`config.mk`:
```
export PLATFORM = sky130hd
export DESIGN_NAME = i2cq_quad_addr_slave
export DESIGN_NICKNAME = d
export VERILOG_FILES = /design/src/rtl/i2cq_pkg.sv /design/src/rtl/i2cq_bus_edges.sv /design/src/rtl/i2cq_strap_classify.sv /design/src/rtl/i2cq_byte_engine.sv /design/src/rtl/i2cq_quad_addr_slave.sv
export SDC_FILE = /design/constraint.sdc
export NUM_CORES = 1
export LEC_CHECK = 0
export ABC_AREA = 1
export BUFFER_PORTS_ARGS = -buffer_cell sky130_fd_sc_hd__buf_4
export CORE_MARGIN = 5
export CORE_UTILIZATION = 40
export CTS_BUF_LIST = sky130_fd_sc_hd__clkbuf_4
export DETAILED_ROUTE_END_ITERATION = 12
export PLACE_DENSITY_LB_ADDON = 0.1
export SLEW_MARGIN = 20
export SYNTH_ARGS = -nofsm -noshare
export SYNTH_HDL_FRONTEND = slang
export SYNTH_HIERARCHICAL = 1
export SYNTH_SLANG_ARGS = --single-unit
```
`constraint.sdc`:
```
create_clock -name clk -period 1.7 [get_ports clk]
set_input_delay 0.34 -clock clk [delete_from_list [all_inputs] [get_ports clk]]
set_output_delay 0.34 -clock clk [all_outputs]
set_load 0.1 [all_outputs]
```
`src/rtl/i2cq_pkg.sv`:
```
package i2cq_pkg;

  localparam logic [2:0] ADDR_FIXED_HI = 3'b101;

  typedef enum logic [1:0] {
    STRAP_LOW  = 2'b00,
    STRAP_HIGH = 2'b01,
    STRAP_SCL  = 2'b10,
    STRAP_SDA  = 2'b11
  } strap_code_t;

  typedef enum logic [2:0] {
    ENG_IDLE,
    ENG_RX,
    ENG_ACK,
    ENG_TX,
    ENG_MACK
  } eng_state_t;

  // Turn the observations of one strap into its 2-bit code.
  function automatic logic [1:0] strap_decide(input logic follows_scl,
                                              input logic follows_sda,
                                              input logic level);
    if (follows_scl)      return STRAP_SCL;
    else if (follows_sda) return STRAP_SDA;
    else if (level)       return STRAP_HIGH;
    else                  return STRAP_LOW;
  endfunction

  function automatic logic [6:0] build_addr(input logic [1:0] hi_code,
                                            input logic [1:0] lo_code);
    return {ADDR_FIXED_HI, hi_code, lo_code};
  endfunction

endpackage

```
`src/rtl/i2cq_bus_edges.sv`:
```
module i2cq_bus_edges #(
  parameter int NSTRAP = 2,
  parameter int DEPTH  = 2
) (
  input  logic              clk,
  input  logic              rst_n,
  input  logic              scl_i,
  input  logic              sda_i,
  input  logic [NSTRAP-1:0] strap_i,
  output logic              scl_s,
  output logic              sda_s,
  output logic [NSTRAP-1:0] strap_s,
  output logic              scl_rise,
  output logic              scl_fall,
  output logic              sda_edge,
  output logic              start_ev,
  output logic              stop_ev
);
  localparam int W = NSTRAP + 2;

  logic [W-1:0] stage [DEPTH];
  logic         scl_q, sda_q;

  always_ff @(posedge clk or negedge rst_n) begin
    if (!rst_n) stage[0] <= '1;
    else        stage[0] <= {strap_i, sda_i, scl_i};
  end

  for (genvar k = 1; k < DEPTH; k++) begin : g_sync
    always_ff @(posedge clk or negedge rst_n) begin
      if (!rst_n) stage[k] <= '1;
      else        stage[k] <= stage[k-1];
    end
  end

  assign {strap_s, sda_s, scl_s} = stage[DEPTH-1];

  always_ff @(posedge clk or negedge rst_n) begin
    if (!rst_n) begin
      scl_q <= 1'b1;
      sda_q <= 1'b1;
    end else begin
      scl_q <= scl_s;
      sda_q <= sda_s;
    end
  end

  assign scl_rise = scl_s & ~scl_q;
  assign scl_fall = ~scl_s & scl_q;
  assign sda_edge = sda_s ^ sda_q;
  assign start_ev = scl_s & scl_q & sda_q & ~sda_s;
  assign stop_ev  = scl_s & scl_q & ~sda_q & sda_s;
endmodule

```
`src/rtl/i2cq_strap_classify.sv`:
```
module i2cq_strap_classify #(
  parameter int WIN_EDGES = 16
) (
  input  logic       clk,
  input  logic       rst_n,
  input  logic       strap_s,
  input  logic       scl_s,
  input  logic       sda_s,
  input  logic       scl_edge,
  input  logic       sda_edge,
  output logic [1:0] code,
  output logic       ready
);
  import i2cq_pkg::*;
  localparam int CW = $clog2(WIN_EDGES + 1);

  logic [CW-1:0] edge_cnt;
  logic scl_ok, sda_ok, seen_scl, seen_sda;
  logic scl_ok_n, sda_ok_n, seen_sda_n, last_edge;

  always_comb begin
    scl_ok_n   = scl_ok & ~(scl_edge & (strap_s != scl_s));
    sda_ok_n   = sda_ok & ~(sda_edge & (strap_s != sda_s));
    seen_sda_n = seen_sda | sda_edge;
    last_edge  = scl_edge && (edge_cnt == CW'(WIN_EDGES - 1));
  end

  always_ff @(posedge clk or negedge rst_n) begin
    if (!rst_n) begin
      edge_cnt <= '0;
      scl_ok   <= 1'b1;
      sda_ok   <= 1'b1;
      seen_scl <= 1'b0;
      seen_sda <= 1'b0;
      ready    <= 1'b0;
      code     <= STRAP_LOW;
    end else if (!ready) begin
      scl_ok   <= scl_ok_n;
      sda_ok   <= sda_ok_n;
      seen_sda <= seen_sda_n;
      if (scl_edge) begin
        seen_scl <= 1'b1;
        edge_cnt <= edge_cnt + 1'b1;
      end
      if (last_edge) begin
        ready <= 1'b1;
        code  <= strap_decide(scl_ok_n, sda_ok_n & seen_sda_n, strap_s);
      end
    end
  end

  logic unused_seen;
  assign unused_seen = seen_scl;
endmodule

```
`src/rtl/i2cq_byte_engine.sv`:
```
module i2cq_byte_engine (
  input  logic       clk,
  input  logic       rst_n,
  input  logic       sda_s,
  input  logic       scl_rise,
  input  logic       scl_fall,
  input  logic       start_ev,
  input  logic       stop_ev,
  input  logic [6:0] dev_addr,
  input  logic       addr_ready,
  input  logic       busy,
  input  logic       refuse,
  input  logic [7:0] tx_data,
  output logic       sda_oe,
  output logic [7:0] rx_data,
  output logic       rx_valid,
  output logic       tx_load
);
  import i2cq_pkg::*;

  eng_state_t st;
  logic [7:0] sr;
  logic [3:0] cnt;
  logic       is_addr, rw, ack_ok, mack;
  logic [7:0] byte_n;
  logic       accept_n;

  always_comb begin
    byte_n = {sr[6:0], sda_s};
    if (is_addr) accept_n = addr_ready && (byte_n[7:1] == dev_addr) && !busy && !refuse;
    else         accept_n = !busy && !refuse;
  end

  always_ff @(posedge clk or negedge rst_n) begin
    if (!rst_n) begin
      st <= ENG_IDLE; sr <= '0; cnt <= '0; sda_oe <= 1'b0;
      is_addr <= 1'b0; rw <= 1'b0; ack_ok <= 1'b0; mack <= 1'b0;
      rx_data <= '0; rx_valid <= 1'b0; tx_load <= 1'b0;
    end else begin
      rx_valid <= 1'b0;
      tx_load  <= 1'b0;
      if (start_ev) begin
        st <= ENG_RX; is_addr <= 1'b1; rw <= 1'b0; cnt <= '0; sda_oe <= 1'b0;
      end else if (stop_ev) begin
        st <= ENG_IDLE; sda_oe <= 1'b0;
      end else begin
        case (st)
          ENG_RX: begin
            if (scl_rise && cnt != 4'd8) begin
              sr  <= byte_n;
              cnt <= cnt + 1'b1;
              if (cnt == 4'd7) begin
                ack_ok <= accept_n;
                if (is_addr) rw <= sda_s;
                if (!is_addr && accept_n) begin
                  rx_valid <= 1'b1;
                  rx_data  <= byte_n;
                end
              end
            end else if (scl_fall && cnt == 4'd8) begin
              st     <= ack_ok ? ENG_ACK : ENG_IDLE;
              sda_oe <= ack_ok;
            end
          end
          ENG_ACK: if (scl_fall) begin
            cnt <= '0;
            if (rw) begin
              sr <= tx_data; tx_load <= 1'b1; sda_oe <= ~tx_data[7]; st <= ENG_TX;
            end else begin
              sda_oe <= 1'b0; is_addr <= 1'b0; st <= ENG_RX;
            end
          end
          ENG_TX: if (scl_fall) begin
            if (cnt == 4'd7) begin
              sda_oe <= 1'b0; st <= ENG_MACK;
            end else begin
              sda_oe <= ~sr[6]; sr <= {sr[6:0], 1'b0}; cnt <= cnt + 1'b1;
            end
          end
          ENG_MACK: begin
            if (scl_rise) mack <= ~sda_s;
            else if (scl_fall) begin
              cnt <= '0;
              if (mack) begin
                sr <= tx_data; tx_load <= 1'b1; sda_oe <= ~tx_data[7]; st <= ENG_TX;
              end else st <= ENG_IDLE;
            end
          end
          default: sda_oe <= 1'b0;
        endcase
      end
    end
  end
endmodule

```
`src/rtl/i2cq_quad_addr_slave.sv`:
```
module i2cq_quad_addr_slave #(
  parameter int WIN_EDGES  = 16,
  parameter int SYNC_DEPTH = 2
) (
  input  logic       clk,
  input  logic       rst_n,
  input  logic       scl_i,
  input  logic       sda_i,
  input  logic [1:0] strap_i,
  input  logic       busy_i,
  input  logic       refuse_i,
  input  logic [7:0] tx_data_i,
  output logic       sda_oe_o,
  output logic [7:0] rx_data_o,
  output logic       rx_valid_o,
  output logic       tx_load_o,
  output logic       addr_ready_o,
  output logic [6:0] dev_addr_o
);
  import i2cq_pkg::*;
  localparam int NSTRAP = 2;

  logic scl_s, sda_s, scl_rise_ev, scl_fall_ev, sda_edge_ev, start_ev, stop_ev;
  logic [NSTRAP-1:0] strap_s, strap_rdy;
  logic [1:0] strap_code [NSTRAP];

  i2cq_bus_edges #(.NSTRAP(NSTRAP), .DEPTH(SYNC_DEPTH)) edges_i (
    .clk(clk), .rst_n(rst_n), .scl_i(scl_i), .sda_i(sda_i), .strap_i(strap_i),
    .scl_s(scl_s), .sda_s(sda_s), .strap_s(strap_s),
    .scl_rise(scl_rise_ev), .scl_fall(scl_fall_ev), .sda_edge(sda_edge_ev),
    .start_ev(start_ev), .stop_ev(stop_ev)
  );

  for (genvar p = 0; p < NSTRAP; p++) begin : g_strap
    i2cq_strap_classify #(.WIN_EDGES(WIN_EDGES)) cls_i (
      .clk(clk), .rst_n(rst_n), .strap_s(strap_s[p]), .scl_s(scl_s), .sda_s(sda_s),
      .scl_edge(scl_rise_ev | scl_fall_ev), .sda_edge(sda_edge_ev),
      .code(strap_code[p]), .ready(strap_rdy[p])
    );
  end

  assign addr_ready_o = &strap_rdy;
  assign dev_addr_o   = build_addr(strap_code[1], strap_code[0]);

  i2cq_byte_engine eng_i (
    .clk(clk), .rst_n(rst_n), .sda_s(sda_s),
    .scl_rise(scl_rise_ev), .scl_fall(scl_fall_ev),
    .start_ev(start_ev), .stop_ev(stop_ev),
    .dev_addr(dev_addr_o), .addr_ready(addr_ready_o),
    .busy(busy_i), .refuse(refuse_i), .tx_data(tx_data_i),
    .sda_oe(sda_oe_o), .rx_data(rx_data_o), .rx_valid(rx_valid_o), .tx_load(tx_load_o)
  );
endmodule

```
### Word-level counts from Yosys, hierarchy flattened

Index checks and enable logic that the tools add are counted.
Widths: inputs -> output; s select.

| word-level totals | value |
|---|---|
| flip-flop bits (word level) | 61 |
| output and inout port bits | 19 |
| word-level logic and storage cells | 214 |
| bits of input ports | 16 |

| operators by class | value |
|---|---|
| reduce and logical (&&, ||, !) cells | 35 |
| equality and inequality tests | 36 |
| multiplexer cells | 78 |
| bitwise operators | 35 |
| $add $sub $neg | 3 |

Operator list:

| kind | number |
|---|---|
| $mux 7 | 8 |
| $mux 1 | 42 |
| $mux 4 | 7 |
| $pmux 7 s4 | 1 |
| $mux 3 | 9 |
| $ne 4x3->1 const B | 6 |
| $and 1x1->1 | 17 |
| $pmux 4 s4 | 1 |
| $mux 2 | 7 |
| $ne 2x1->1 const B | 7 |
| $not 1->1 | 14 |
| $ne 4x4->1 const B | 3 |
| $pmux 3 s4 | 1 |
| $reduce_and 6->1 | 2 |
| $reduce_bool 2->1 | 6 |
| $reduce_and 11->1 | 1 |
| $add 5x1->5 const B | 2 |
| $eq 5x4->1 const B | 2 |
| $reduce_and 2->1 | 5 |
| $reduce_and 5->1 | 2 |
| $logic_and 1x1->1 | 9 |
| $reduce_and 4->1 | 2 |
| $reduce_and 8->1 | 1 |
| $eq 7x7->1 | 1 |
| 19 further kinds | 31 |

### Logic depth before layout (Yosys ltp)

| logic depth | value |
|---|---|
| depth in word-level cells | 12 |
| gate-level depth with buffers | 11 |
| depth with buffers taken out | 10 |

### Hierarchy

The synthesis kept the hierarchy.

Modules (own cells, without submodules):

| module | area an instance (µm²) | cells an instance | seq. area each (µm²) | times used |
|---|---|---|---|---|
| i2cq_byte_engine | 1,886.8 | 279 | 725.7 | 1 |
| i2cq_strap_classify | 538.0 | 63 | 277.8 | 2 |
| i2cq_bus_edges | 322.8 | 24 | 262.8 | 1 |
| i2cq_quad_addr_slave | 48.8 | 10 | 0.0 | 1 |

### Least setup slack after synthesis

No wires, ideal clock.

| path | value |
|---|---|
| path kind | reg2reg |
| start point | reg edges_i.stage (netlist bit edges_i/sda_s) |
| end point | reg eng_i.rx_data[5] |
| period minus slack after synthesis | 1,761 ps |
| data required time | 1,571 ps |
| buffers on the path | 1 |
| path slack | -61 ps |
| cell stages (with the launch flop) | 11 |
| arrival time | 1,632 ps |
| library setup time | 129 ps |
| path through | dfstp_2 -> inv_1 -> nand2_1 -> nor2_1 -> nor2_1 -> inv_1 -> nor3_1 -> nand3_2 -> buf_6 -> nand2_1 -> o21ai_0 |

| on the way | value |
|---|---|
| cells in the longest elaborated chain, start to end | 4 |
| elaborated cells between the ends (all ways) | 6 |
| those cells by class | 5 x bitwise; 1 x reduce/logical |

RTL lines:

| what | RTL line | text |
|---|---|---|
| start: declaration | i2cq_bus_edges.sv:21 | `logic [W-1:0] stage [DEPTH];` |
| start signal: indexed assignment | i2cq_bus_edges.sv:32 | `else stage[k] <= stage[k-1];` |
| $not 1->1 | i2cq_bus_edges.sv:51 | `assign start_ev = scl_s & scl_q & sda_q & ~sda_s;` |
| $and 1x1->1 | i2cq_bus_edges.sv:51 |  |
| via start_ev | i2cq_quad_addr_slave.sv:23 | `logic scl_s, sda_s, scl_rise_ev, scl_fall_ev, sda_edge_ev, start_ev, stop_ev;` |
| $not 1->1 (no source line) | -- |  |
| $reduce_and 6->1 (no source line) | -- |  |
| end signal: assignment | i2cq_byte_engine.sv:57 | `rx_data <= byte_n;` |
| end: declaration | i2cq_byte_engine.sv:15 | `output logic [7:0] rx_data,` |

The timed path passes the listed nets, and every way through them passes these cells.
A chain may end at the register's enable or synchronous reset.

### Final worst setup path

| path | value |
|---|---|
| start point | reg eng_i.cnt[0] |
| end point | reg eng_i.sr[1] |

| on the way | value |
|---|---|
| cells in the longest elaborated chain, start to end | 4 |
| elaborated cells between the ends (all ways) | 6 |
| those cells by class | 4 x eq/ne; 2 x reduce/logical |

RTL lines:

| what | RTL line | text |
|---|---|---|
| start: declaration | i2cq_byte_engine.sv:23 | `logic [3:0] cnt;` |
| start signal: assignment | i2cq_byte_engine.sv:51 | `cnt <= cnt + 1'b1;` |
| start signal: assignment | i2cq_byte_engine.sv:77 | `sda_oe <= ~sr[6]; sr <= {sr[6:0], 1'b0}; cnt <= cnt + 1'b1;` |
| $ne 4x4->1 | i2cq_byte_engine.sv:49 | `if (scl_rise && cnt != 4'd8) begin` |
| $logic_and 1x1->1 | i2cq_byte_engine.sv:49 |  |
| $ne 2x1->1 (no source line) | -- |  |
| $reduce_and 11->1 (no source line) * | -- |  |
| end signal: assignment | i2cq_byte_engine.sv:50 | `sr <= byte_n;` |
| end signal: assignment | i2cq_byte_engine.sv:77 |  |
| end: declaration | i2cq_byte_engine.sv:22 | `logic [7:0] sr;` |

Every way passes the cells marked *; elsewhere a longest branch is shown, timed or not.

==> metrics.md <==
| Metric | Value |
|---|---|
| Peak VDD IR | `611 uV` |
| Nature of the critical path startpoint | `register` |
| CP Capture Type | `register` |
| Post-layout instance area | `4210 um2` |
| Clock latency on the worst-skew pair | `410 ps` |
| Worst Hold Class | `primary input to register` |
| Final slew viol count | `0` |
| R2r setup slk | `70 ps` |
| WP data required | `1990 ps` |
| Synth Register Bits | `61` |
| Register area share after synthesis | `46.3%` |
| First-pass GRT wire length | `12.9 mm` |
| DRC viols | `0` |
| Reg2reg path depth | `9` |
| Via-per-instance ratio | `4.73` |
| Reg clk slew, reported paths | `110 ps` |
| Status | `finished, final reports clean` |
| Drt wl/cell | `12.3 um` |
| RSZ-0062 raised after global routing | `true` |
| Overall Power | `6150 uW` |
| Gr ovfl total | `0` |
| CTS tree | `done` |
| Root Buffer | `clkbuf_4` |
| Post-DP HPWL | `5.58 mm` |
| Max cap viols | `0` |
| DRT iter0 DRCs | `89` |
| Crit-path max FO | `7` |
| Die area | `10300 um2` |
| Initial core utilization | `40.8%` |
| CORE AREA | `8180 um2` |
| Layout cell share with drive strength beyond 1 | `26.8%` |
| Mean post-synth cell area | `7.60 um2` |
| Cell Area, Synth | `3330 um2` |
| Final Non-Filler Cells | `624` |
| TritonCTS Buffers | `9` |
| Post-route ant nets | `0` |
| IO buf count | `31` |
| Largest net degree at the start of global routing | `38` |
| CP Class | `register to register` |
| Chip Height | `101 um` |
| Pleak | `0.00222 uW` |
| Hold EP | `eng_i/ack_ok$_DFFE_PN0P_` |
| DR pass1 iterations | `4` |
| IO Pins | `35` |
| Crit Reg-Reg Startpoint | `eng_i/cnt[0]$_DFFE_PN0P_` |
| H-tree levels | `3` |
| Chip Width | `101 um` |
| CP Data Arrival Time | `1920 ps` |
| Final Cycle Share | `95.7%` |
| CTS max path bufs | `2` |
| Final setup fails | `0` |
| Worst Skew | `17.1 ps` |
| Synth-to-Final Area Change | `26.1%` |
| Final Hold Viols | `0` |
| Gr usage total | `16.0%` |
| Pwr dens | `1460 nW/um2` |
| Final #Nets | `536` |
| Clk sinks | `61` |
| Vias in the first global route | `2794` |
| ANT cells | `0` |
| Placed Cells | `597` |
| Post-synthesis cell type count | `31` |
| Mapped Cells | `439` |
| Cell Area, Placed | `3880 um2` |
| Start point of the worst hold path | `refuse_i` |
| Post-Route WL | `7.68 mm` |
| Initial antenna violation count | `0` |
| RR Endpoint | `eng_i/sr[1]$_DFFE_PN0P_` |
| Total number of yosys warnings | `6` |
| Final GP Congestion | `0.903` |
| Fmax | `615 MHz` |
| Hold depth | `4` |
| Vias after detailed routing | `2949` |
| Min cycle time layout | `1630 ps` |
| Num rows | `33` |
==> sequential cells by signal (all words and copies together) (netlist names), 2 cells and up <==
name / count
g_strap.cls_i/edge_cnt: 10
eng_i/rx_data: 8
eng_i/sr: 7
edges_i/stage: 4
eng_i/cnt: 4
g_strap.cls_i/code: 4
eng_i/st: 3
edges_i/strap_s: 2
g_strap.cls_i/ready: 2
g_strap.cls_i/scl_ok: 2
g_strap.cls_i/sda_ok: 2
g_strap.cls_i/seen_sda: 2
==> cell type report <==
| cell class | count | area, um2 |
|---|---|---|
| clock buffers | 9 | 67.6 |
| clock inverters | 7 | 66.3 |
| fillers | 797 | 3970 |
| inverters | 63 | 241 |
| multi-input cells | 313 | 1590 |
| flip-flops and latches | 61 | 1550 |
| well taps | 105 | 131 |
| repair buffers | 66 | 559 |
==> layout by cell type (no fill, tap or decap), types with 5 or more instances in the layout <==
| cell type | instances |
|---|---|
| conb_1 | 9 |
| clkbuf_4 | 9 |
| inv_2 | 10 |
| dlygate4sd3_1 | 5 |
| dfstp_2 | 14 |
| xor2_1 | 6 |
| nand2_4 | 5 |
| nor2_1 | 30 |
| inv_1 | 51 |
| dfrtp_1 | 46 |
| nand3_1 | 44 |
| ha_1 | 6 |
| nand4_1 | 7 |
| o21ai_0 | 19 |
| nand2_2 | 8 |
| buf_6 | 7 |
| buf_4 | 52 |
| nand2_1 | 137 |
| nor2_2 | 10 |
==> how the worst max path moves through the flow <==
stage,start,to,slack (ps),depth (start not counted)
3_5_place_dp,edges_i/sda_s$_DFF_PN1_,eng_i/rx_data[1]$_DFFE_PN0P_,30,9
5_1_grt,edges_i/scl_q$_DFF_PN1_,eng_i/st[2]$_DFFE_PN0P_,-60,11
2_1_floorplan,edges_i/sda_s$_DFF_PN1_,eng_i/rx_data[5]$_DFFE_PN0P_,10,10
3_3_place_gp,edges_i/sda_s$_DFF_PN1_,eng_i/rx_data[4]$_DFFE_PN0P_,70,9
6_report,eng_i/cnt[0]$_DFFE_PN0P_,eng_i/sr[1]$_DFFE_PN0P_,70,9
4_1_cts,edges_i/sda_s$_DFF_PN1_,eng_i/rx_data[1]$_DFFE_PN0P_,5,9
==> layer usage <==
metal / global-route usage (%) / part of all wire [%] / wire length (um)
met5: 0 / 0 / 0
met2: 25.6 / 46 / 3560
met1: 21.3 / 48 / 3660
met4: 6.34 / 1.8 / 140
met3: 3.44 / 4.2 / 322
==> power by group <==
group          leakage, uW  internal, uW  switching (uW)  total [uW]
clock            0.0000670           438             573        1010
sequential        0.000745          1810             308        2120
combinational      0.00141          1070            1950        3020
==> cells in the mapped netlist <==
library cell	count	area, um2
nand2_2	3	18.8
inv_2	5	18.8
nand2_1	142	533
nor2_1	36	135
inv_4	2	12.5
buf_6	1	11.3
nor2_2	5	31.3
nand3_2	2	20.0
buf_4	6	45.0
dfrtp_1	47	1180
nor2_4	3	33.8
o21a_1	2	15.0
ha_1	6	75.1
a21oi_1	4	20.0
xnor2_1	3	26.3
o21ai_1	3	15.0
xor2_1	6	52.6
nor3_1	3	15.0
nand4_1	7	43.8
buf_2	1	5.00
nand3b_1	2	15.0
nand3_1	47	235
conb_1	2	7.51
o21bai_1	1	7.51
inv_1	56	210
a21oi_2	2	17.5
dfstp_2	14	368
clkbuf_1	2	7.51
nand2_4	5	56.3
o21ai_0	20	100
nor4_1	1	6.26
==> metrics by stage <==
| step | hold WS, ps | setup TNS (ps) | utilization, % | setup slack (ps) |
|---|---|---|---|---|
| after floorplan | 44.4 | 0 | - | 11.3 |
| after global placement | 270 | 0 | 47.4 | 69.9 |
| after detailed placement | 276 | 0 | 47.4 | 27.2 |
| after CTS | 1.21 | 0 | 49.3 | 4.53 |
| after global routing | 190 | -438 | 51.4 | -62.1 |
| final | 205 | 0 | 51.4 | 73.9 |
==> timing repair <==
item	4_1_cts	5_1_grt
gates resized for setup	0	32
setup buffers	0	5
hold buffers	2	3
hold endpoints to repair	18	3
setup endpoints to repair	0	34
==> cells by family after synthesis <==
logic type | share of synthesized area [%]
AOI/OAI and AO/OA | 5.25
xor gates and xnor gates | 2.36
adders and majority gates | 2.25
buffers and inverters | 9.31
DFF | 46.3
other | 0.225
and+or+nand+nor | 34.3
==> worst max-delay path: stages, from the launching register on <==
cell and delay (ps):
dfrtp_1 430, ha_1 240, nand3_1 150, inv_1 70, nand2_1 110, nand3_2 110, nor2_4 180, nand2_4 100
nand2_1 80, nand2_1 50
Note: power is estimated with default switching activity, not from simulation.
